[src/rtl/emb_status_pkg.sv]
package emb_status_pkg;

  typedef enum logic [2:0] {
    PH_IDLE      = 3'd0,
    PH_PROG      = 3'd1,
    PH_ERASE_WIN = 3'd2,
    PH_ERASING   = 3'd3,
    PH_SUSP      = 3'd4,
    PH_SUSP_PROG = 3'd5,
    PH_DONE      = 3'd6,
    PH_SPARE     = 3'd7
  } op_phase_t;

  localparam int BIT_POLL   = 7;
  localparam int BIT_BUSYTG = 6;
  localparam int BIT_TMO    = 5;
  localparam int BIT_ERSTRT = 3;
  localparam int BIT_SECTG  = 2;
  localparam int STAT_W     = 8;

  function automatic logic phase_busy(input op_phase_t p);
    return (p == PH_PROG) || (p == PH_ERASE_WIN) ||
           (p == PH_ERASING) || (p == PH_SUSP_PROG);
  endfunction

  function automatic logic phase_sec_track(input op_phase_t p);
    return (p == PH_ERASE_WIN) || (p == PH_ERASING) || (p == PH_SUSP);
  endfunction

endpackage

[src/rtl/emb_toggle_cell.sv]
module emb_toggle_cell (
  input  logic clk,
  input  logic rst,
  input  logic clr,
  input  logic adv,
  output logic q
);
  always_ff @(posedge clk) begin
    if (rst || clr) q <= 1'b0;
    else if (adv)   q <= ~q;
  end
endmodule

[src/rtl/emb_ready_gen.sv]
module emb_ready_gen
  import emb_status_pkg::*;
(
  input  logic      clk,
  input  logic      rst,
  input  op_phase_t ph,
  output logic      ready
);
  always_ff @(posedge clk) begin
    if (rst) ready <= 1'b1;
    else     ready <= ~phase_busy(ph);
  end
endmodule

[src/rtl/emb_status_compose.sv]
module emb_status_compose
  import emb_status_pkg::*;
#(
  parameter int DATA_W = 8
) (
  input  op_phase_t         ph,
  input  logic              tmo,
  input  logic              pd_msb,
  input  logic              in_sec,
  input  logic              tg_busy,
  input  logic              tg_sec,
  input  logic [DATA_W-1:0] arr,
  output logic [DATA_W-1:0] word
);
  logic [STAT_W-1:0] stat;
  logic              use_stat;

  always_comb begin
    stat     = '0;
    use_stat = 1'b1;
    unique case (ph)
      PH_PROG, PH_SUSP_PROG: begin
        stat[BIT_POLL]   = ~pd_msb;
        stat[BIT_BUSYTG] = tg_busy;
        stat[BIT_TMO]    = tmo;
      end
      PH_ERASE_WIN, PH_ERASING: begin
        stat[BIT_BUSYTG] = tg_busy;
        stat[BIT_TMO]    = tmo;
        stat[BIT_ERSTRT] = (ph == PH_ERASING);
        stat[BIT_SECTG]  = tg_sec;
      end
      PH_SUSP: begin
        use_stat         = in_sec;
        stat[BIT_POLL]   = 1'b1;
        stat[BIT_BUSYTG] = tg_busy;
        stat[BIT_SECTG]  = tg_sec;
      end
      default: use_stat = 1'b0;
    endcase
  end

  generate
    if (DATA_W > STAT_W) begin : g_wide
      assign word = use_stat ? {{(DATA_W-STAT_W){1'b0}}, stat} : arr;
    end else begin : g_narrow
      assign word = use_stat ? stat[DATA_W-1:0] : arr;
    end
  endgenerate
endmodule

[src/rtl/emb_status_gen.sv]
module emb_status_gen
  import emb_status_pkg::*;
#(
  parameter int DATA_W = 8
) (
  input  logic              clk,
  input  logic              rst,
  input  logic [2:0]        phase,
  input  logic              op_start,
  input  logic              time_exceeded,
  input  logic [7:0]        prog_data,
  input  logic              in_erase_sector,
  input  logic              rd_stb,
  input  logic [DATA_W-1:0] array_data,
  output logic [DATA_W-1:0] rd_data,
  output logic              ready
);
  op_phase_t         ph;
  logic              tg_busy, tg_sec;
  logic              adv_busy, adv_sec;
  logic [DATA_W-1:0] word;
  logic              unused_pd;

  assign ph        = op_phase_t'(phase);
  assign unused_pd = ^prog_data[6:0];
  assign adv_busy  = rd_stb && phase_busy(ph);
  assign adv_sec   = rd_stb && in_erase_sector && phase_sec_track(ph);

  emb_toggle_cell u_tg_busy (
    .clk(clk), .rst(rst), .clr(op_start), .adv(adv_busy), .q(tg_busy)
  );

  emb_toggle_cell u_tg_sec (
    .clk(clk), .rst(rst), .clr(op_start), .adv(adv_sec), .q(tg_sec)
  );

  emb_status_compose #(.DATA_W(DATA_W)) u_compose (
    .ph(ph), .tmo(time_exceeded), .pd_msb(prog_data[7]),
    .in_sec(in_erase_sector), .tg_busy(tg_busy), .tg_sec(tg_sec),
    .arr(array_data), .word(word)
  );

  emb_ready_gen u_ready (
    .clk(clk), .rst(rst), .ph(ph), .ready(ready)
  );

  always_ff @(posedge clk) begin
    if (rst)         rd_data <= '0;
    else if (rd_stb) rd_data <= word;
  end
endmodule

[config.mk]
export PLATFORM = sky130hd
export DESIGN_NAME = emb_status_gen
export DESIGN_NICKNAME = d
export VERILOG_FILES = /design/src/rtl/emb_status_pkg.sv /design/src/rtl/emb_toggle_cell.sv /design/src/rtl/emb_ready_gen.sv /design/src/rtl/emb_status_compose.sv /design/src/rtl/emb_status_gen.sv
export SDC_FILE = /design/constraint.sdc
export NUM_CORES = 1
export LEC_CHECK = 0
export BUFFER_PORTS_ARGS = -buffer_cell sky130_fd_sc_hd__buf_4
export CAP_MARGIN = 10
export CORE_ASPECT_RATIO = 0.9
export CORE_MARGIN = 2
export CORE_UTILIZATION = 37
export DETAILED_ROUTE_END_ITERATION = 10
export PLACE_DENSITY = 0.83
export SLEW_MARGIN = 20
export SYNTH_ARGS = -nofsm -noshare
export SYNTH_HDL_FRONTEND = slang
export SYNTH_SLANG_ARGS = --single-unit
[constraint.sdc]
create_clock -name clk -period 1.1 [get_ports clk]
set_input_delay 0.165 -clock clk [delete_from_list [all_inputs] [get_ports clk]]
set_output_delay 0.165 -clock clk [all_outputs]
set_load 0.01 [all_outputs]
==> results of run 1 <==
-- state kept, by name (all words and copies together), names as in the netlist --
register / count
u_tg_sec.q: 1
u_ready.ready: 1
u_tg_busy.q: 1
rd_data: 8
-- cell usage in the layout, fill, tap and decap left out, types with 2 or more instances in the layout --
cell,synthesis,routed
sky130_fd_sc_hd__inv_1,3,3
sky130_fd_sc_hd__buf_4,1,34
sky130_fd_sc_hd__nand3b_1,2,2
sky130_fd_sc_hd__nor2_1,5,5
sky130_fd_sc_hd__or3_1,2,2
sky130_fd_sc_hd__a21oi_1,5,5
sky130_fd_sc_hd__a311oi_1,2,2
sky130_fd_sc_hd__o21ai_0,3,3
sky130_fd_sc_hd__o211ai_1,3,3
sky130_fd_sc_hd__clkbuf_4,0,3
sky130_fd_sc_hd__dfxtp_1,11,11
sky130_fd_sc_hd__nand2_1,7,7
-- power by group --
group / switching (W) / total (W) / internal [W]
logic: 0.0000891 / 0.000205 / 0.000116
clock network: 0.000145 / 0.000286 / 0.000141
registers: 0.0000111 / 0.000431 / 0.000420
-- cell type report --
cell class	count	area [sq um]	share of cell area
clock buffers	4	26.3	0.0317
inverters	3	11.3	0.0136
multi-input cells	47	298	0.359
flip-flops and latches	11	220	0.265
well taps	15	18.8	0.0226
repair buffers	34	255	0.308
-- metal layers --
metal,vias up,global-route usage,routed length [um]
met4,0,0.0662,19
met1,287,0.223,609
met2,23,0.268,684
met5,-,0,0
met3,2,0.0396,90
li1,308,-,-
-- per-stage QoR --
| stage | hold WS [ns] | cells | utilization | total power (W) | cell area (sq um) |
|---|---|---|---|---|---|
| after floorplan | 0.309 | 66 | - | 0.000539 | 571 |
| after global placement | 0.404 | 110 | 0.555 | 0.000642 | 803 |
| after detailed placement | 0.406 | 110 | 0.555 | 0.000646 | 803 |
| after CTS | 0.116 | 114 | 0.573 | 0.000930 | 830 |
| after global routing | 0.128 | 114 | 0.573 | 0.000972 | 830 |
| final | 0.122 | 114 | 0.573 | 0.000922 | 830 |
-- critical path: cells and delay by family (launching register included) --
family | cells | cell delay (ns)
and+or+nand+nor | 1 | 0.52
AOI/OAI and AO/OA | 1 | 0.13
DFF | 1 | 0.32
-- how the worst min path moves through the flow --
stage | start | endpoint | slack, ns | cells past startpoint
6_report | array_data[7] | rd_data[7]$_SDFFE_PP0P_ | 0.12 | 3
5_1_grt | array_data[7] | rd_data[7]$_SDFFE_PP0P_ | 0.13 | 3
4_1_cts | array_data[7] | rd_data[7]$_SDFFE_PP0P_ | 0.12 | 3
3_5_place_dp | array_data[7] | rd_data[7]$_SDFFE_PP0P_ | 0.41 | 3
3_3_place_gp | array_data[7] | rd_data[7]$_SDFFE_PP0P_ | 0.40 | 3
2_1_floorplan | array_data[7] | rd_data[7]$_SDFFE_PP0P_ | 0.31 | 2
-- kinds of logic (layout without fill, tap and decap cells) --
group           count (synthesis)  count (layout)
simple gates                   23              23
compound gates                 22              22
flops                          11              11
buf+inv                         8              41
mux                             2               2
==> run summary, run 1 <==
The run finished, with violations left. The final reports fail on DRC. TritonCTS built the clock tree.

The worst-path cell with the longest stage delay was sky130_fd_sc_hd__or4_1. Dividing total power by cell area gives a power density of 1110 nW/um^2. Max-cap violations in this run came to 0. The peak per-stage delay on the critical path works out to 0.52 ns.

Post-CTS repair changed the size of 0 cells. During synthesis, Yosys emitted a total of 0 warnings. The worst setup path endpoint is u_tg_busy.q$_SDFFE_PP0P_. In this run the critical register-to-register path is launched from u_tg_busy.q$_SDFFE_PP0P_.

The share of post-route cells with drive strength above 1 was 0.404; the layout-stage area growth over the synthesis result was 46.4%. The startpoint kind of the worst setup timing path is a register. The number of global-route vias before repair is 504, and the share of the synthesized netlist area taken by xor and xnor gates is 0. The top cell type's share of synthesized area is 0.389.

Setup repair after global routing left no endpoint under its margin. By count the netlist is led by sky130_fd_sc_hd__dfxtp_1, sky130_fd_sc_hd__nand2_1, sky130_fd_sc_hd__a21oi_1, sky130_fd_sc_hd__nor2_1. The logs give 11 for the total clock sinks and 0.27 ns for the clock latency of the later-clocked register in the worst-skew pair.

By instance count, the leading cell after synthesis is sky130_fd_sc_hd__dfxtp_1. Summed negative setup slack over all endpoints: 0 ns. At the worst endpoint, the arrival time is 1.24 ns. The cts-stage hold buffer count was 0. The portion of the post-synthesis area used by sequential elements is 0.389. Setup violations remaining at the end of the flow were counted as 0. The logs give 0 for the count of endpoints failing hold in the final timing report and 620 for the total vias in the final route. The tools report the worst flop-to-flop path endpoint as u_tg_busy.q$_SDFFE_PP0P_. The final layout contains 125 nets. The fraction of synthesis flops using an asynchronous set or reset pin is 0, and the number of placed I/O pins is 34. The fraction of the mapped netlist area in adder cells is 0, and the number of max-slew violations in the final report is 0. The run gives 1860 sq um as the floorplan die area.

The run gives 967 MHz as the top achievable clock speed. The multiplexer share of the synthesized area was 0.0375. Worst min-delay path category: in -> reg. 0 antenna diodes ended up in the layout. In the final routed layout, each cell accounts on average for 12.3 um. Synthesis inferred 11 register bits. Critical path launch point: u_tg_busy.q$_SDFFE_PP0P_. The logs give 0.07 ns for the register-to-register setup slack and 0.808 for the placer's final routability congestion estimate. The H-tree depth was 1. The number of cells on the worst reg-to-reg path is 2. The distinct cell type count of the synthesized netlist was 31; the worst-case setup margin in the final layout was 0.0656 ns. The signal on the critical path passes through or4_1, a21boi_1. The core region is 1450 sq um. The tools report the placed wire-length estimate after detailed placement as 1060 um. Counting every instance in the synthesized netlist gives 66. For this run, the leading register cell type out of synthesis is sky130_fd_sc_hd__dfxtp_1. Yosys attributes the largest share of cell area to sky130_fd_sc_hd__dfxtp_1, sky130_fd_sc_hd__nand2_1, sky130_fd_sc_hd__a21oi_1, sky130_fd_sc_hd__buf_6, sky130_fd_sc_hd__o211ai_1. The transition time of the tightest slew-check pin is 0.258 ns, and the final clock skew is 0.000653 ns. The biggest area contributor in the post-synthesis netlist is sky130_fd_sc_hd__dfxtp_1. Wire length of the first global-routing pass: 2190 um. Average cell area after synthesis: 8.59 sq um. The deepest clock path buffer count is 2, and the final critical delay including setup and external delays is 1.03 ns. The site row count was 13. For this design the static power due to leakage is 0.360 nW.

The number of buffers inserted by port buffering was 26; the remaining antenna violation count was 0. STA classifies the critical path endpoint as a register. The filler cell count in the final layout was 134; the total overflow reported by the global router was 0. The initial antenna violation count is 0. The post-synthesis instance area was 567 sq um. The simple-gate area share of the yosys netlist was 0.212. The run gives 17 as the number of design-rule violations left by the first detailed-router iteration. The final cycle utilization of the critical path came out at 0.940. In the routed layout, each cell is associated on average with a via count of 5.44. The total global routing track utilization is 0.169, and the post-synthesis compound-gate area fraction is 0.276.

The category of the most critical setup path was reg -> reg. The residual DRC count was 1; the max-slew headroom at the worst pin was 0.827. After detailed routing, the total wire length is 1400 um. Entering global routing, the biggest net connects 14 pins.

The number of nets in the synthesized netlist is 91. After synthesis, the largest family of logic cells by area is compound AO/OA/AOI/OAI gates. The synthesized design contains 0 enable-type register cells. The first detailed-routing pass ran for 7 iterations. The tree is rooted in a sky130_fd_sc_hd__clkbuf_4.

The chip width was 45.3 um; the clock-pin transition on the worst setup and hold timing paths was 0.08 ns. Timing analysis after detailed placement gives a worst setup slack of -0.0323 ns. The initial core utilization is 0.392, and the maximum resistive drop on vdd is 429 uV.

For the worst setup path, the data required time is 1.31 ns. The number of post-CTS setup repair buffers is 0, and the height of the chip is 41.1 um. The maximum fanout along the worst path was 3. The number of clock buffers added by TritonCTS is 3.
(Power assumes the default switching activity.)
==> run 2, diff against run 1 <==
--- a/config.mk
+++ b/config.mk
@@ -5,13 +5,14 @@
 export SDC_FILE = /design/constraint.sdc
 export NUM_CORES = 1
 export LEC_CHECK = 0
-export BUFFER_PORTS_ARGS = -buffer_cell sky130_fd_sc_hd__buf_4
+export BUFFER_PORTS_ARGS = -buffer_cell sky130_fd_sc_hd__buf_2
 export CAP_MARGIN = 10
 export CORE_ASPECT_RATIO = 0.9
 export CORE_MARGIN = 2
 export CORE_UTILIZATION = 37
 export DETAILED_ROUTE_END_ITERATION = 10
 export PLACE_DENSITY = 0.83
+export REMOVE_ABC_BUFFERS = 1
 export SLEW_MARGIN = 20
 export SYNTH_ARGS = -nofsm -noshare
 export SYNTH_HDL_FRONTEND = slang
==> run summary, run 2 (synthesis results as in run 1) <==
The count of endpoints failing hold in the final timing report was 0. The maximum resistive drop on vdd is 434 uV. Number of global-route vias before repair: 518. In this run the worst setup path terminates at u_tg_busy.q$_SDFFE_PP0P_.

Across the run, the number of max-cap violations was 0. Along the worst path, the maximum fanout reaches 3. The logs give 0.754 for the max-slew headroom at the worst pin and 1860 sq um for the floorplan die area. Data arrives at the worst endpoint at 1.24 ns.

The routing usage on met3 is 0.0308, and the data required time of the critical path is 1.31 ns. The cell family with the largest share of critical-path delay is simple AND/OR/NAND/NOR gates. Buffers inserted to repair hold after CTS numbered 0. The height of the chip is 41.1 um. The clock passes through at most 2 buffers. For the number of post-CTS setup repair buffers, the log shows 0. The path class of the tightest hold or removal check is in -> reg. Derived from the worst setup path, the maximum achievable clock frequency is 964 MHz. The global routing usage on met2 is 0.289. The run gives 0.392 as the initial core utilization.

The register with the highest flop count was rd_data. The count of buffer and inverter cells on the critical path is 0, and the setup violation total in the final timing report is 0. The transition time of the tightest slew-check pin was 0.369 ns. The logs give 0.26 ns for the clock latency of the later-clocked register in the worst-skew pair and 1 for the H-tree depth. Relative to the synthesized area, the layout overhead comes to 32.2%. The tools report the site row count as 13. Buffers inserted during clock tree synthesis total 3. The number of flip-flops in the largest register is 8. The number of vias per cell works out to 5.51. The remaining antenna violation count is 0, and the total clock sinks is 11.

The logs give 0.518 for the utilization after layout and 0.0624 ns for the worst-case setup margin in the final layout. The congestion estimate from routability-driven global placement came to 0.853. Buffers placed on the I/O ports in this run total 26.

Worst-path cell with the longest stage delay: sky130_fd_sc_hd__or4_1. The clock period could shrink to 1.04 ns. For this run, the detailed router's first-pass iteration total came to 4.

The first global-routing pass estimated 2130 um of wire. Clock-pin slew was measured on the worst setup and hold paths at 0.08 ns. Power spread over the standard cell area amounts to 1180 nW/um^2.

In this run the horizontal extent of the chip is 45.3 um. Entering global routing, the biggest net connects 14 pins. The share of post-route cells with drive strength above 1 works out to 0.392.

For the filler cell count in the final layout, the log shows 141. The tools report the static leakage as 0.333 nW. The area of the core was 1450 sq um; the post-placement worst setup slack was -0.0894 ns. The worst setup path is of the reg -> reg kind. The tools report the launch instance of the worst register-to-register path as u_tg_busy.q$_SDFFE_PP0P_. The peak per-stage delay on the critical path was 0.50 ns. The initial antenna violation count came out at 0. The worst setup path is launched from a register. The flow ran to the end, and the final reports show no timing, DRC or antenna violations. The layer carrying the most global-route usage was met2.

The tree is rooted in a sky130_fd_sc_hd__clkbuf_4. The total vias in the final route is 617. The wire length per cell works out to 12.9 um. After the first detailed-routing iteration, the DRC count stood at 14. TritonCTS built the clock tree. The tools report the wire length reported by the detailed router as 1440 um.

The final cycle utilization of the critical path works out to 0.943. Setup repair after global routing left no endpoint under its margin. The number of max-slew violations in the final report was 0; the final clock skew was 0.000200 ns.

In this run the critical register-to-register path is captured at u_tg_busy.q$_SDFFE_PP0P_. The antenna cell count is 0, and the number of cells traversed by the worst register-to-register path is 2. For this run, design rule violations remaining after detail routing come to 0. The count of instances resized after the clock tree is built is 0, and the count of nets after finishing is 123.

The met1 global-route usage came out at 0.188. Tracing the worst setup path back leads to its startpoint at u_tg_busy.q$_SDFFE_PP0P_. Pin placement for this block handled 34 I/O pins. The worst setup path is captured at a register. Detailed placement finished with a half-perimeter wire length of 1070 um. The total global routing track utilization is 0.169. In the layout the commonest cells are sky130_fd_sc_hd__buf_2, sky130_fd_sc_hd__dfxtp_1, sky130_fd_sc_hd__nand2_1. Leaving out fill and tap cells, the most frequent cell in the layout is sky130_fd_sc_hd__buf_2. Counting buffers and inverters, the worst setup path is 2 cells deep.

The worst register-to-register path has a setup slack of 0.06 ns. The critical path goes through or4_1, a21boi_1. The total overflow left after global routing is 0.
-- run 2: power breakdown --
part	internal [W]	switching [W]	total, W
logic	0.0000846	0.0000914	0.000176
registers	0.000420	0.0000100	0.000430
clock network	0.000140	0.000140	0.000280
-- run 2: how the worst min path moves through the flow --
| stage | startpoint | endpoint | slack [ns] | cells after the start |
|---|---|---|---|---|
| CTS | array_data[7] | rd_data[7]$_SDFFE_PP0P_ | 0.16 | 3 |
| finish | array_data[7] | rd_data[7]$_SDFFE_PP0P_ | 0.16 | 3 |
| global placement | array_data[7] | rd_data[7]$_SDFFE_PP0P_ | 0.40 | 3 |
| floorplan | rst | rd_data[0]$_SDFFE_PP0P_ | 0.23 | 1 |
| detailed placement | array_data[7] | rd_data[7]$_SDFFE_PP0P_ | 0.44 | 3 |
| global route | array_data[0] | rd_data[0]$_SDFFE_PP0P_ | 0.16 | 3 |
-- run 2: tightest hold or removal path: stages --
cell and delay, ns:
sky130_fd_sc_hd__buf_2 0.08, sky130_fd_sc_hd__a21oi_1 0.03, sky130_fd_sc_hd__o32ai_1 0.10
-- run 2: per-stage QoR --
stage / power (W) / instance area (sq um) / setup TNS, ns / hold WS, ns / std cells
3_3_place_gp: 0.000608 / 723 / -0.333 / 0.404 / 108
3_5_place_dp: 0.000613 / 723 / -0.464 / 0.441 / 108
6_report: 0.000886 / 749 / 0 / 0.161 / 112
2_1_floorplan: 0.000512 / 529 / 0 / 0.234 / 61
4_1_cts: 0.000898 / 749 / 0 / 0.159 / 112
5_1_grt: 0.000937 / 749 / 0 / 0.161 / 112
-- run 2: per-layer routing --
layer	share of wire	up-vias
met5	0	-
met1	0.44	280
li1	-	307
met2	0.47	28
met4	0.0069	0
met3	0.086	2
-- run 2: final cells by class --
class,instances,area (sq um),share of cell area
clock buffers,4,26.3,0.0351
multi-input cells,47,298,0.397
inverters,3,11.3,0.0150
well taps,15,18.8,0.0250
repair buffers,32,175,0.234
flip-flops and latches,11,220,0.294
